$ cat src/rtl/pilead_pkg.sv
package pilead_pkg;
  typedef enum logic [3:0] {
    ST_IDLE,
    ST_KI,
    ST_INT,
    ST_KP,
    ST_SUMX,
    ST_B0,
    ST_W,
    ST_A0,
    ST_D,
    ST_K0,
    ST_DONE
  } step_e;

  // edges from sample capture to result valid
  localparam int unsigned STEP_COUNT = 9;

  localparam int unsigned NCOEF = 5;
  localparam int unsigned C_KP = 0;
  localparam int unsigned C_KI = 1;
  localparam int unsigned C_K0 = 2;
  localparam int unsigned C_A0 = 3;
  localparam int unsigned C_B0 = 4;
endpackage

$ cat src/rtl/pilead_mul.sv
// Shared multiplier: signed product, round half up, shift, saturate.
module pilead_mul #(
  parameter int DW   = 16,
  parameter int CW   = 16,
  parameter int FRAC = 12
) (
  input  logic signed [DW-1:0] din,
  input  logic signed [CW-1:0] coef,
  output logic signed [DW-1:0] prod
);
  localparam int PW = DW + CW;

  logic signed [PW-1:0] full;
  logic signed [PW-1:0] shifted;
  logic                 fits;

  assign full = PW'(din) * PW'(coef);

  generate
    if (FRAC > 0) begin : g_round
      logic signed [PW-1:0] biased;
      assign biased  = full + (PW'(1) <<< (FRAC - 1));
      assign shifted = biased >>> FRAC;
    end else begin : g_noround
      assign shifted = full;
    end
  endgenerate

  assign fits = (shifted[PW-1:DW-1] == '0) || (shifted[PW-1:DW-1] == '1);

  always_comb begin
    if (fits) prod = shifted[DW-1:0];
    else      prod = {shifted[PW-1], {(DW-1){~shifted[PW-1]}}};
  end
endmodule

$ cat src/rtl/pilead_add.sv
// Shared adder/subtractor with saturation.
module pilead_add #(
  parameter int DW = 16
) (
  input  logic signed [DW-1:0] a,
  input  logic signed [DW-1:0] b,
  input  logic                 sub,
  output logic signed [DW-1:0] sum
);
  logic [DW:0] ext;

  always_comb begin
    if (sub) ext = {a[DW-1], a} - {b[DW-1], b};
    else     ext = {a[DW-1], a} + {b[DW-1], b};
    if (ext[DW] != ext[DW-1]) sum = {ext[DW], {(DW-1){~ext[DW]}}};
    else                      sum = ext[DW-1:0];
  end
endmodule

$ cat src/rtl/pilead_seq.sv
// Step sequencer: one arithmetic operation per state.
module pilead_seq
  import pilead_pkg::*;
(
  input  logic  clk,
  input  logic  rst,
  input  logic  in_valid,
  input  logic  out_ready,
  output step_e state,
  output logic  in_ready,
  output logic  out_valid,
  output logic  accept
);
  step_e nxt;

  assign in_ready  = (state == ST_IDLE);
  assign out_valid = (state == ST_DONE);
  assign accept    = in_ready && in_valid;

  always_comb begin
    nxt = state;
    unique case (state)
      ST_IDLE: if (in_valid) nxt = ST_KI;
      ST_KI:   nxt = ST_INT;
      ST_INT:  nxt = ST_KP;
      ST_KP:   nxt = ST_SUMX;
      ST_SUMX: nxt = ST_B0;
      ST_B0:   nxt = ST_W;
      ST_W:    nxt = ST_A0;
      ST_A0:   nxt = ST_D;
      ST_D:    nxt = ST_K0;
      ST_K0:   nxt = ST_DONE;
      ST_DONE: if (out_ready) nxt = ST_IDLE;
      default: nxt = ST_IDLE;
    endcase
  end

  always_ff @(posedge clk) begin
    if (rst) state <= ST_IDLE;
    else     state <= nxt;
  end
endmodule

$ cat src/rtl/pilead_comp.sv
// PI followed by direct-form-II lead, sharing one multiplier and one adder.
module pilead_comp
  import pilead_pkg::*;
#(
  parameter int DW   = 16,
  parameter int CW   = 16,
  parameter int FRAC = 12
) (
  input  logic                 clk,
  input  logic                 rst,
  input  logic                 in_valid,
  output logic                 in_ready,
  input  logic signed [DW-1:0] in_err,
  input  logic signed [CW-1:0] kp,
  input  logic signed [CW-1:0] ki,
  input  logic signed [CW-1:0] k0,
  input  logic signed [CW-1:0] a0,
  input  logic signed [CW-1:0] b0,
  input  logic signed [DW-1:0] int_hi,
  input  logic signed [DW-1:0] int_lo,
  output logic                 out_valid,
  input  logic                 out_ready,
  output logic signed [DW-1:0] out_y
);
  step_e state;
  logic  accept;

  logic signed [CW-1:0] coef_in [NCOEF];
  logic signed [CW-1:0] coef_q  [NCOEF];
  logic signed [DW-1:0] err_q, hi_q, lo_q;
  logic signed [DW-1:0] m_q;     // product register
  logic signed [DW-1:0] integ;   // integrator state
  logic signed [DW-1:0] acc;     // x, then w, then d
  logic signed [DW-1:0] w1;      // lead unit delay

  logic signed [DW-1:0] mul_din, mul_out;
  logic signed [CW-1:0] mul_coef;
  logic signed [DW-1:0] add_a, add_b, add_out, integ_next;
  logic                 add_sub;

  assign coef_in[C_KP] = kp;
  assign coef_in[C_KI] = ki;
  assign coef_in[C_K0] = k0;
  assign coef_in[C_A0] = a0;
  assign coef_in[C_B0] = b0;

  pilead_seq u_seq (
    .clk       (clk),
    .rst       (rst),
    .in_valid  (in_valid),
    .out_ready (out_ready),
    .state     (state),
    .in_ready  (in_ready),
    .out_valid (out_valid),
    .accept    (accept)
  );

  always_comb begin
    mul_din  = err_q;
    mul_coef = coef_q[C_KP];
    unique case (state)
      ST_KI: mul_coef = coef_q[C_KI];
      ST_B0: begin mul_din = w1;  mul_coef = coef_q[C_B0]; end
      ST_A0: begin mul_din = w1;  mul_coef = coef_q[C_A0]; end
      ST_K0: begin mul_din = acc; mul_coef = coef_q[C_K0]; end
      default: ;
    endcase
  end

  pilead_mul #(.DW(DW), .CW(CW), .FRAC(FRAC)) u_mul (
    .din  (mul_din),
    .coef (mul_coef),
    .prod (mul_out)
  );

  always_comb begin
    add_a   = acc;
    add_b   = m_q;
    add_sub = 1'b1;
    unique case (state)
      ST_INT:  begin add_a = integ; add_b = m_q;   add_sub = 1'b0; end
      ST_SUMX: begin add_a = m_q;   add_b = integ; add_sub = 1'b0; end
      default: ;
    endcase
  end

  pilead_add #(.DW(DW)) u_add (
    .a   (add_a),
    .b   (add_b),
    .sub (add_sub),
    .sum (add_out)
  );

  always_comb begin
    if (add_out > hi_q)      integ_next = hi_q;
    else if (add_out < lo_q) integ_next = lo_q;
    else                     integ_next = add_out;
  end

  always_ff @(posedge clk) begin
    if (rst) begin
      err_q <= '0;
      hi_q  <= '0;
      lo_q  <= '0;
      m_q   <= '0;
      integ <= '0;
      acc   <= '0;
      w1    <= '0;
      for (int i = 0; i < NCOEF; i++) coef_q[i] <= '0;
    end else begin
      if (accept) begin
        err_q <= in_err;
        hi_q  <= int_hi;
        lo_q  <= int_lo;
        for (int i = 0; i < NCOEF; i++) coef_q[i] <= coef_in[i];
      end
      unique case (state)
        ST_KI, ST_KP, ST_B0, ST_A0, ST_K0: m_q <= mul_out;
        ST_INT:        integ <= integ_next;
        ST_SUMX, ST_W: acc   <= add_out;
        ST_D: begin
          acc <= add_out;
          w1  <= acc;
        end
        default: ;
      endcase
    end
  end

  assign out_y = m_q;
endmodule

$ cat config.mk
export PLATFORM = sky130hd
export DESIGN_NAME = pilead_comp
export DESIGN_NICKNAME = d
export VERILOG_FILES = /design/src/rtl/pilead_pkg.sv /design/src/rtl/pilead_mul.sv /design/src/rtl/pilead_add.sv /design/src/rtl/pilead_seq.sv /design/src/rtl/pilead_comp.sv
export SDC_FILE = /design/constraint.sdc
export NUM_CORES = 1
export LEC_CHECK = 0
export BUFFER_PORTS_ARGS = -buffer_cell sky130_fd_sc_hd__clkbuf_2
export CAP_MARGIN = 0
export CORE_MARGIN = 5
export CORE_UTILIZATION = 40
export CTS_CLUSTER_SIZE = 14
export DETAILED_ROUTE_END_ITERATION = 8
export GPL_TIMING_DRIVEN = 0
export MAX_ROUTING_LAYER = met4
export PLACE_DENSITY = 0.68
export SYNTH_ARGS = -nofsm -noshare
export SYNTH_HDL_FRONTEND = slang
export SYNTH_SLANG_ARGS = --single-unit
export TNS_END_PERCENT = 10
$ cat constraint.sdc
create_clock -name clk -period 13.7 [get_ports clk]
set_clock_uncertainty 0.15 [all_clocks]
set_input_delay 2.74 -clock clk [delete_from_list [all_inputs] [get_ports clk]]
set_output_delay 2.74 -clock clk [all_outputs]
set_load 0.02 [all_outputs]
==> results.yml, run 1 <==
status:
  status: "finished with violations"
  violations: "max-slew violations"
synth:
  yosysUniqueCellTypes: 81
  synth_edf_count: 80
  syn-cell-area_um2: 20600
  synthFlopType: "dfxtp_1"
  seq_area_frac_synth: 0.229
  yosys_register_bits: 196
  ys_warn_count: 0
  syn_area_per_cell_um2: 8.80
  postSynth.asyncResetShare: 0
  synth_nets: 2865
  synthCells: 2345
clock_network:
  cts.htree.levels: 4
  cts_tree: "done"
  insertion_delay_ps: 450
  clockBufferDepth: 2
  ctsHoldBuffers: 0
  cts_made_buffers: 17
  cts_setup_buffers: 0
  cts_resized: 0
  cts_root_buf: "clkbuf_16"
  numClockSinks: 196
  clkTransAtPathRegs_ps: 70
placement:
  routabilityCongestion: 0.953
  port_buffers: 149
  placed_cell_area_um2: 22300
  dp_hpwl_um: 55800
critical_path:
  crit_path_start: "u_seq.state[3]"
  criticalPathCategory: "flop to flop"
  max_stage_delay_ps: 1230
  reg2reg_from: "u_seq.state[3]"
  slowest_stage: "a221oi_1"
  worstSetupStartpointType: "flop"
  cp.required_ps: 13840
  worstSetupEndpointType: "flop"
  cp_max_fo: 10
  arrival_ps: 11810
  cp_common_cell: "fa_1"
sta:
  setup_tns_ps: 0
  fmax_ghz: 0.0857
  worst_slew_pin_slew_ps: 1610
  hold_violations: 0
  finalMaxSlewViolations: 7
  relSlewSlack: -0.0737
  post-route-period-util: 0.852
  setup_violations: 0
  hold_slack_ps: 314
  period_needed_ps: 11670
  rsz0062_at_grt: "false"
detailed_routing:
  drt_iter0_drc: 1644
  drt_pre_antenna_iters: 6
  ant_nets: 0
  viasPerCell: 5.51
  route.detailed.drc: 0
  drt-total-wl_um: 67700
  vias: 17738
  wl_per_cell_um: 21.0
layout:
  layout_commonest_cell: "nand2_1"
  regArea_um2: 4720
  layout-drive-gt1-share: 0.0883
  fill_cells: 4974
  multi_input_area_um2: 14200
  syn_to_final_growth_pct: 11.4
  final_cell_mix: "nand2_1, inv_1, fa_1"
  final_nets: 3046
  final_design_area_no_fill_um2: 23000
  insertedDiodeCount: 0
global_routing:
  grt_pass1_wl_um: 105000
  track_usage: 0.246
  grt_pass1_vias: 18287
  antenna_found_initial: 1
  grt_max_degree: 75
  overflow: 0
floorplan:
  start_util: 0.403
  core_area_um2: 51200
  pin_count: 150
  die_h_um: 237
  fp-row-count: 83
  die-width_um: 237
  dieArea_um2: 56200
run:
  maxCapViolCount: 0
power:
  leakagePower_uw: 0.0106
  powerDensity_nw_per_um2: 184
  vdd_drop_max_v: 0.000159
min_path:
  min_from: "err_q[1]"
  hold_class: "flop to flop"
synthesized netlist by cell type (44+ instances only):
cell	instances	area share
a21oi_1	139	0.034
and3_1	98	0.030
clkbuf_1	108	0.020
dfxtp_1	116	0.11
edfxtp_1	80	0.12
fa_1	263	0.26
ha_1	125	0.076
inv_1	335	0.061
mux2i_1	46	0.022
nand2_1	347	0.063
nor2_1	196	0.036
o21ai_0	59	0.014
xnor2_1	44	0.019
flip-flops by register name, indices dropped and copies added (netlist names):
name         cells
hi_q            16
acc             16
err_q           16
w1              16
lo_q            16
out_y           16
u_seq.state      4
coef_q          80
integ           16
critical path: cells and delay by family (launching register included):
| family | cells | cell delay [ps] |
|---|---|---|
| AOI/OAI and AO/OA | 8 | 3450 |
| xor gates and xnor gates | 1 | 180 |
| adders and majority gates | 7 | 3440 |
| DFF | 1 | 480 |
| buffers and inverters | 9 | 1860 |
| and+or+nand+nor | 6 | 1910 |
logic make-up (layout without fill, tap and decap cells):
group / after synthesis / count (layout) / share of synthesized area
buf+inv: 459 / 652 / 0.0848
compound gates: 403 / 403 / 0.129
flops: 196 / 196 / 0.229
simple gates: 788 / 788 / 0.175
mux: 51 / 51 / 0.0254
xor+xnor: 58 / 58 / 0.0246
fa+ha+maj: 390 / 390 / 0.332
power breakdown:
part           internal [µW]  switching (µW)
sequential               683            82.0
clock                    316             230
combinational           1090            1830
routing by layer:
metal | track usage | wire length (µm)
met1 | 0.318 | 28700
met4 | 0.0729 | 2160
met3 | 0.0309 | 4240
met5 | - | 0
met2 | 0.407 | 32600
cell type report:
class                      instances  share of cell area
buffer                           121              0.0209
clock buffer                      22              0.0216
clock inverter                     9             0.00604
inverter                         338              0.0552
multi-input combinational       1690               0.617
sequential                       196               0.205
tap                              680              0.0370
timing repair buffer             162              0.0369
path summary, 6_finish.rpt:
| check | end | slack [ps] | cells past startpoint |
|---|---|---|---|
| worst min-delay path | err_q[1] | 310 | 2 |
| worst max register to register | out_y[10] | 2030 | 31 |
| worst max-delay path | out_y[10] | 2030 | 31 |
| worst min register to register | err_q[1] | 310 | 2 |
through the flow:
step	utilization	power (µW)	instances	setup WS, ps
after floorplan	-	2740	2345	4710
after global placement	0.434	3590	3174	2090
after detailed placement	0.436	3660	3178	2250
after CTS	0.448	4210	3209	2240
after global routing	0.449	4560	3218	1410
final	0.449	4230	3218	2030
(Power assumes the default switching activity.)
==> run 2: changes to the inputs <==
--- a/config.mk
+++ b/config.mk
@@ -16,5 +16,6 @@
 export PLACE_DENSITY = 0.68
 export SYNTH_ARGS = -nofsm -noshare
 export SYNTH_HDL_FRONTEND = slang
+export SYNTH_HIERARCHICAL = 1
 export SYNTH_SLANG_ARGS = --single-unit
 export TNS_END_PERCENT = 10
==> run 2 against run 1 <==
Utilization down 0.40 points; global-route usage fell by 3.9 points; highest routed layer unchanged; the flow now finishes without violations; critical path type unchanged; sequential share of layout area is 0.22 points higher.
==> results.yml, run 2 <==
power:
  leakagePower_uw: 0.0104
  vdd_drop_max_v: 0.000227
  pwr-share-clk: 0.099
  p_sw_uw: 2450
  powerDensity_nw_per_um2: 215
  intPower_uw: 2440
  swShare: 0.501
  seqPwrFrac: 0.155
  p_comb_frac: 0.746
synth:
  synth_top_cells_by_count: "inv_1, nand2_1, fa_1, and2_1, nor2_1"
  synth.most_common_cell: "inv_1"
  synth_nets: 2754
  seq_area_frac_synth: 0.230
  syn-cell-area_um2: 20600
  synthCells: 2234
  synth_top_cell_by_area: "fa_1"
  synth_fa_ha_area_frac: 0.340
  synthFlopType: "dfxtp_1"
  synth_edf_count: 80
  yosys_register_bits: 196
  netlist.area_leader.share: 0.256
  synth_xor_area_frac: 0.0276
  yosys.area_share.simple: 0.177
  synthMuxAreaShare: 0.0421
  ys_warn_count: 6
  synth-compound-area-share: 0.101
  synth.area.top_cells: "fa_1, edfxtp_1, dfxtp_1"
  yosysUniqueCellTypes: 82
  syn_area_per_cell_um2: 9.20
  synth_top_family_by_area: "adder cells"
  postSynth.asyncResetShare: 0
clock_network:
  ctsHoldBuffers: 0
  cts_setup_buffers: 0
  cts_tree: "done"
  cts_root_buf: "clkbuf_16"
  insertion_delay_ps: 460
  cts_made_buffers: 17
  numClockSinks: 196
  clockBufferDepth: 2
  cts.htree.levels: 4
  cts_resized: 0
  clkTransAtPathRegs_ps: 80
global_routing:
  track_usage: 0.206
  grt_pass1_wl_um: 90000
  grt_pass1_vias: 16697
  grt_max_degree: 72
  overflow: 0
  antenna_found_initial: 1
layout:
  syn_to_final_growth_pct: 10.7
  layout-drive-gt1-share: 0.106
  largest_reg_flops: 80
  regMostFlops: "coef_q"
  insertedDiodeCount: 0
  final_cell_mix: "inv_1, nand2_1, fa_1"
  layout_commonest_cell: "inv_1"
  final_design_area_no_fill_um2: 22800
  final_nets: 2924
critical_path:
  cp.required_ps: 13870
  crit_buf_inv: 6
  worstSetupStartpointType: "flop"
  criticalPathCategory: "flop to flop"
  worstSetupEndpointType: "flop"
  max_stage_delay_ps: 870
  crit_family: "adder cells"
  arrival_ps: 10830
  cp_common_cell: "fa_1"
  slowest_stage: "a221oi_1"
  cp_max_fo: 10
sta:
  rsz0062_at_grt: "false"
  hold_violations: 0
  post-route-period-util: 0.778
  setup_violations: 0
  worst_slew_pin_slew_ps: 1130
  period_needed_ps: 10660
  setup_tns_ps: 0
  finalMaxSlewViolations: 0
  relSlewSlack: 0.241
  fmax_ghz: 0.0938
detailed_routing:
  drt_pre_antenna_iters: 6
  route.detailed.drc: 0
  drt-total-wl_um: 56000
  viasPerCell: 5.25
  vias: 16267
  wl_per_cell_um: 18.1
  ant_nets: 0
  drt_iter0_drc: 1336
floorplan:
  core_area_um2: 51100
  start_util: 0.402
  fp-row-count: 83
  pin_count: 150
  die_h_um: 237
  die-width_um: 237
  dieArea_um2: 56000
placement:
  placed_cell_area_um2: 22200
  routabilityCongestion: 0.926
  port_buffers: 149
  dp_hpwl_um: 47200
run:
  maxCapViolCount: 0
min_path:
  hold_class: "flop to flop"
status:
  status: "complete, no violations"
==> run 2: cell count changes after synthesis, moves of 16 or more <==
cell,previous run,this run
and2_1,23,203
and3_1,98,6
nor2_1,196,137
a21oi_1,139,85
nand2_1,347,312
a211oi_1,29,5
nor3_1,34,10
o21ai_0,59,36
a221o_1,22,0
a221oi_1,23,1
clkbuf_1,108,86
mux2i_1,46,67
a22oi_1,17,33
nor2b_1,5,21
==> run 2: power by group through the flow <==
stage	sequential, µW	combinational (µW)	clock [µW]
4_1_cts	756	3630	493
6_report	757	3650	485
2_1_floorplan	748	2720	0
3_3_place_gp	767	3510	0
5_1_grt	763	4070	518
3_5_place_dp	769	3600	0
==> run 2: tightest hold or removal path: cells and delay by family (launching register included) <==
kind	cells	cell delay, ps
flops	1	310
simple gates	1	50
compound gates	1	50
==> run 2: cell families (layout without fill, tap and decap cells) <==
kind of cell	Yosys count	in the layout
buf+inv	440	623
compound gates	300	300
simple gates	748	748
flops	196	196
mux	84	84
xor+xnor	63	63
fa+ha+maj	403	403
==> run 2: cell type report <==
class	instances	area, µm²
multi-input cells	1598	14100
plain buffers	107	460
clock inverters	13	110
clock buffers	19	453
well taps	680	851
inverters	333	1250
flip-flops and latches	196	4720
fillers	4977	28300
repair buffers	151	781
==> run 2: metrics by stage <==
step                      setup slack, ps   util  power, µW  hold WS (ps)  instances
final                                3040  0.445       4890           306       3097
after global routing                 2730  0.445       5350           321       3097
after CTS                            3260  0.445       4880           306       3097
after detailed placement             3300  0.434       4370           296       3065
after global placement               3040  0.434       4270           291       3063
after floorplan                      5320      -       3470           286       2234
==> run 2: path summary, 6_finish.rpt <==
| path | endpoint | startpoint | slack, ps | depth (start not counted) |
|---|---|---|---|---|
| setup reg to reg | out_y[7] | u_seq/state[0] | 3040 | 29 |
| setup / recovery | out_y[7] | u_seq/state[0] | 3040 | 29 |
| hold / removal | w1[1] | w1[1] | 310 | 2 |
| hold reg to reg | w1[1] | w1[1] | 310 | 2 |
==> run 2: routing by layer <==
metal	vias up	part of all wire	wire [µm]	global-route usage
met4	0	0.033	1860	0.0724
met2	610	0.47	26500	0.327
met5	-	0	0	-
li1	7551	-	-	-
met1	7996	0.42	23500	0.272
met3	110	0.074	4140	0.0316
==> run 3: changes to the inputs <==
==> constraint.sdc (replaced) <==
create_clock -name clk -period 10.3 [get_ports clk]
set_clock_uncertainty 0.15 [all_clocks]
set_input_delay 2.06 -clock clk [delete_from_list [all_inputs] [get_ports clk]]
set_output_delay 2.06 -clock clk [all_outputs]
set_load 0.02 [all_outputs]
==> run 3 against run 2 <==
Non-clock buffer count unchanged; via count down 0.42%; maximum frequency up 7.5%.
==> results.yml, run 3 (synthesized netlist as in run 2, its figures left out) <==
status:
  status: "complete, no violations"
clock_network:
  ctsHoldBuffers: 0
  cts.htree.levels: 4
  cts_made_buffers: 17
  clkTransAtPathRegs_ps: 80
  insertion_delay_ps: 460
  cts_tree: "done"
  clockBufferDepth: 2
  cts_root_buf: "clkbuf_16"
  numClockSinks: 196
critical_path:
  slowest_stage: "clkbuf_1"
  worstSetupEndpointType: "flop"
  cp_num_cells: 32
  reg2reg_from: "u_seq/state[0]"
  r2r_end: "out_y[7]"
  cp.required_ps: 10470
  criticalPathCategory: "flop to flop"
  cp_max_fo: 10
  max_stage_delay_ps: 590
  crit_family: "adder cells"
  cp_common_cell: "fa_1"
  worstSetupStartpointType: "flop"
  arrival_ps: 10090
  ff2ff_setup_slack_ps: 380
  crit_buf_inv: 9
  reg2reg_depth: 32
  crit_path_start: "u_seq/state[0]"
  crit_path_end: "out_y[7]"
layout:
  largest_reg_flops: 80
  regMostFlops: "coef_q"
  layout_commonest_cell: "inv_1"
  utilization: 0.448
  syn_to_final_growth_pct: 11.2
  final_nets: 2924
  final_cell_mix: "inv_1, nand2_1, fa_1"
  fill_cells: 4975
  layout-drive-gt1-share: 0.115
  insertedDiodeCount: 0
global_routing:
  grt_pass1_vias: 16723
  antenna_found_initial: 0
  overflow: 0
  track_usage: 0.207
  grt_max_degree: 72
  grt_pass1_wl_um: 90100
run:
  maxCapViolCount: 0
min_path:
  hold_class: "flop to flop"
  min_from: "w1[1]"
placement:
  dp_hpwl_um: 47200
  routabilityCongestion: 0.926
  port_buffers: 149
sta:
  hold_violations: 0
  period_needed_ps: 9920
  fmax_ghz: 0.101
  setup_tns_ps: 0
  worst_slew_pin_slew_ps: 1150
  post-route-period-util: 0.963
  relSlewSlack: 0.232
  setup_violations: 0
  finalMaxSlewViolations: 0
floorplan:
  core_area_um2: 51100
  dieArea_um2: 56000
  pin_count: 150
  die-width_um: 237
  die_h_um: 237
  fp-row-count: 83
  start_util: 0.402
detailed_routing:
  drt-total-wl_um: 56100
  viasPerCell: 5.23
  drt_pre_antenna_iters: 6
  ant_nets: 0
  route.detailed.drc: 0
  wl_per_cell_um: 18.1
  vias: 16198
  drt_iter0_drc: 1330
power:
  powerDensity_nw_per_um2: 285
  leakagePower_uw: 0.0104
  vdd_drop_max_v: 0.000300
  power_uw: 6520
==> run 3: cell counts in the layout (fill, tap and decap cells not counted) <==
Identical to the previous run, type by type.
==> run 3: worst min-delay path by stage <==
| stage | to | slack [ps] | cells past startpoint |
|---|---|---|---|
| finish | w1[1] | 310 | 2 |
| global placement | w1[9] | 290 | 2 |
| CTS | w1[1] | 310 | 2 |
| detailed placement | w1[3] | 300 | 2 |
| global route | w1[1] | 320 | 2 |
| floorplan | w1[0] | 290 | 2 |
==> run 3: repair_timing <==
item                                    in CTS  in global routing
buffers inserted                             0                  0
pin swaps                                    0                  0
hold endpoints to repair                     0                  0
endpoints found under the setup margin      15                 15
gates resized for setup                      1                 33
==> run 3: layer usage <==
layer / vias up / share of wire / track usage
li1: 7554 / - / -
met1: 7995 / 0.43 / 0.272
met2: 552 / 0.47 / 0.328
met3: 97 / 0.064 / 0.0316
met4: 0 / 0.032 / 0.0724
met5: - / 0 / -
==> run 3: per-stage QoR <==
stage                     setup WS (ps)  hold slack (ps)  cell area (µm²)  cells
after floorplan                    1920              286            20600   2234
after global routing              -25.4              321            22900   3097
after global placement             -363              291            22200   3063
after detailed placement           -105              296            22200   3065
final                               380              306            22900   3097
after CTS                          39.4              306            22800   3097
==> run 3: final cells by class <==
type | count | area, µm² | area share
Buffer | 107 | 472 | 0.0206
Clock buffer | 19 | 453 | 0.0198
Clock inverter | 13 | 110 | 0.00482
Inverter | 333 | 1250 | 0.0547
Multi-Input combinational cell | 1598 | 14200 | 0.622
Sequential cell | 196 | 4720 | 0.207
Tap cell | 680 | 851 | 0.0372
Timing Repair Buffer | 151 | 781 | 0.0341
==> run 3: power by group <==
part | switching, µW | internal, µW | leakage [µW] | total (µW)
clock | 314 | 330 | 0.000285 | 644
sequential | 92.4 | 915 | 0.00180 | 1010
combinational | 2850 | 2010 | 0.00832 | 4870
total | 3260 | 3250 | 0.0104 | 6520
==> run 3: tightest hold or removal path: stages (launching register included) <==
cell and delay (ps):
dfxtp_1 310, nand2_1 50, a21oi_1 50
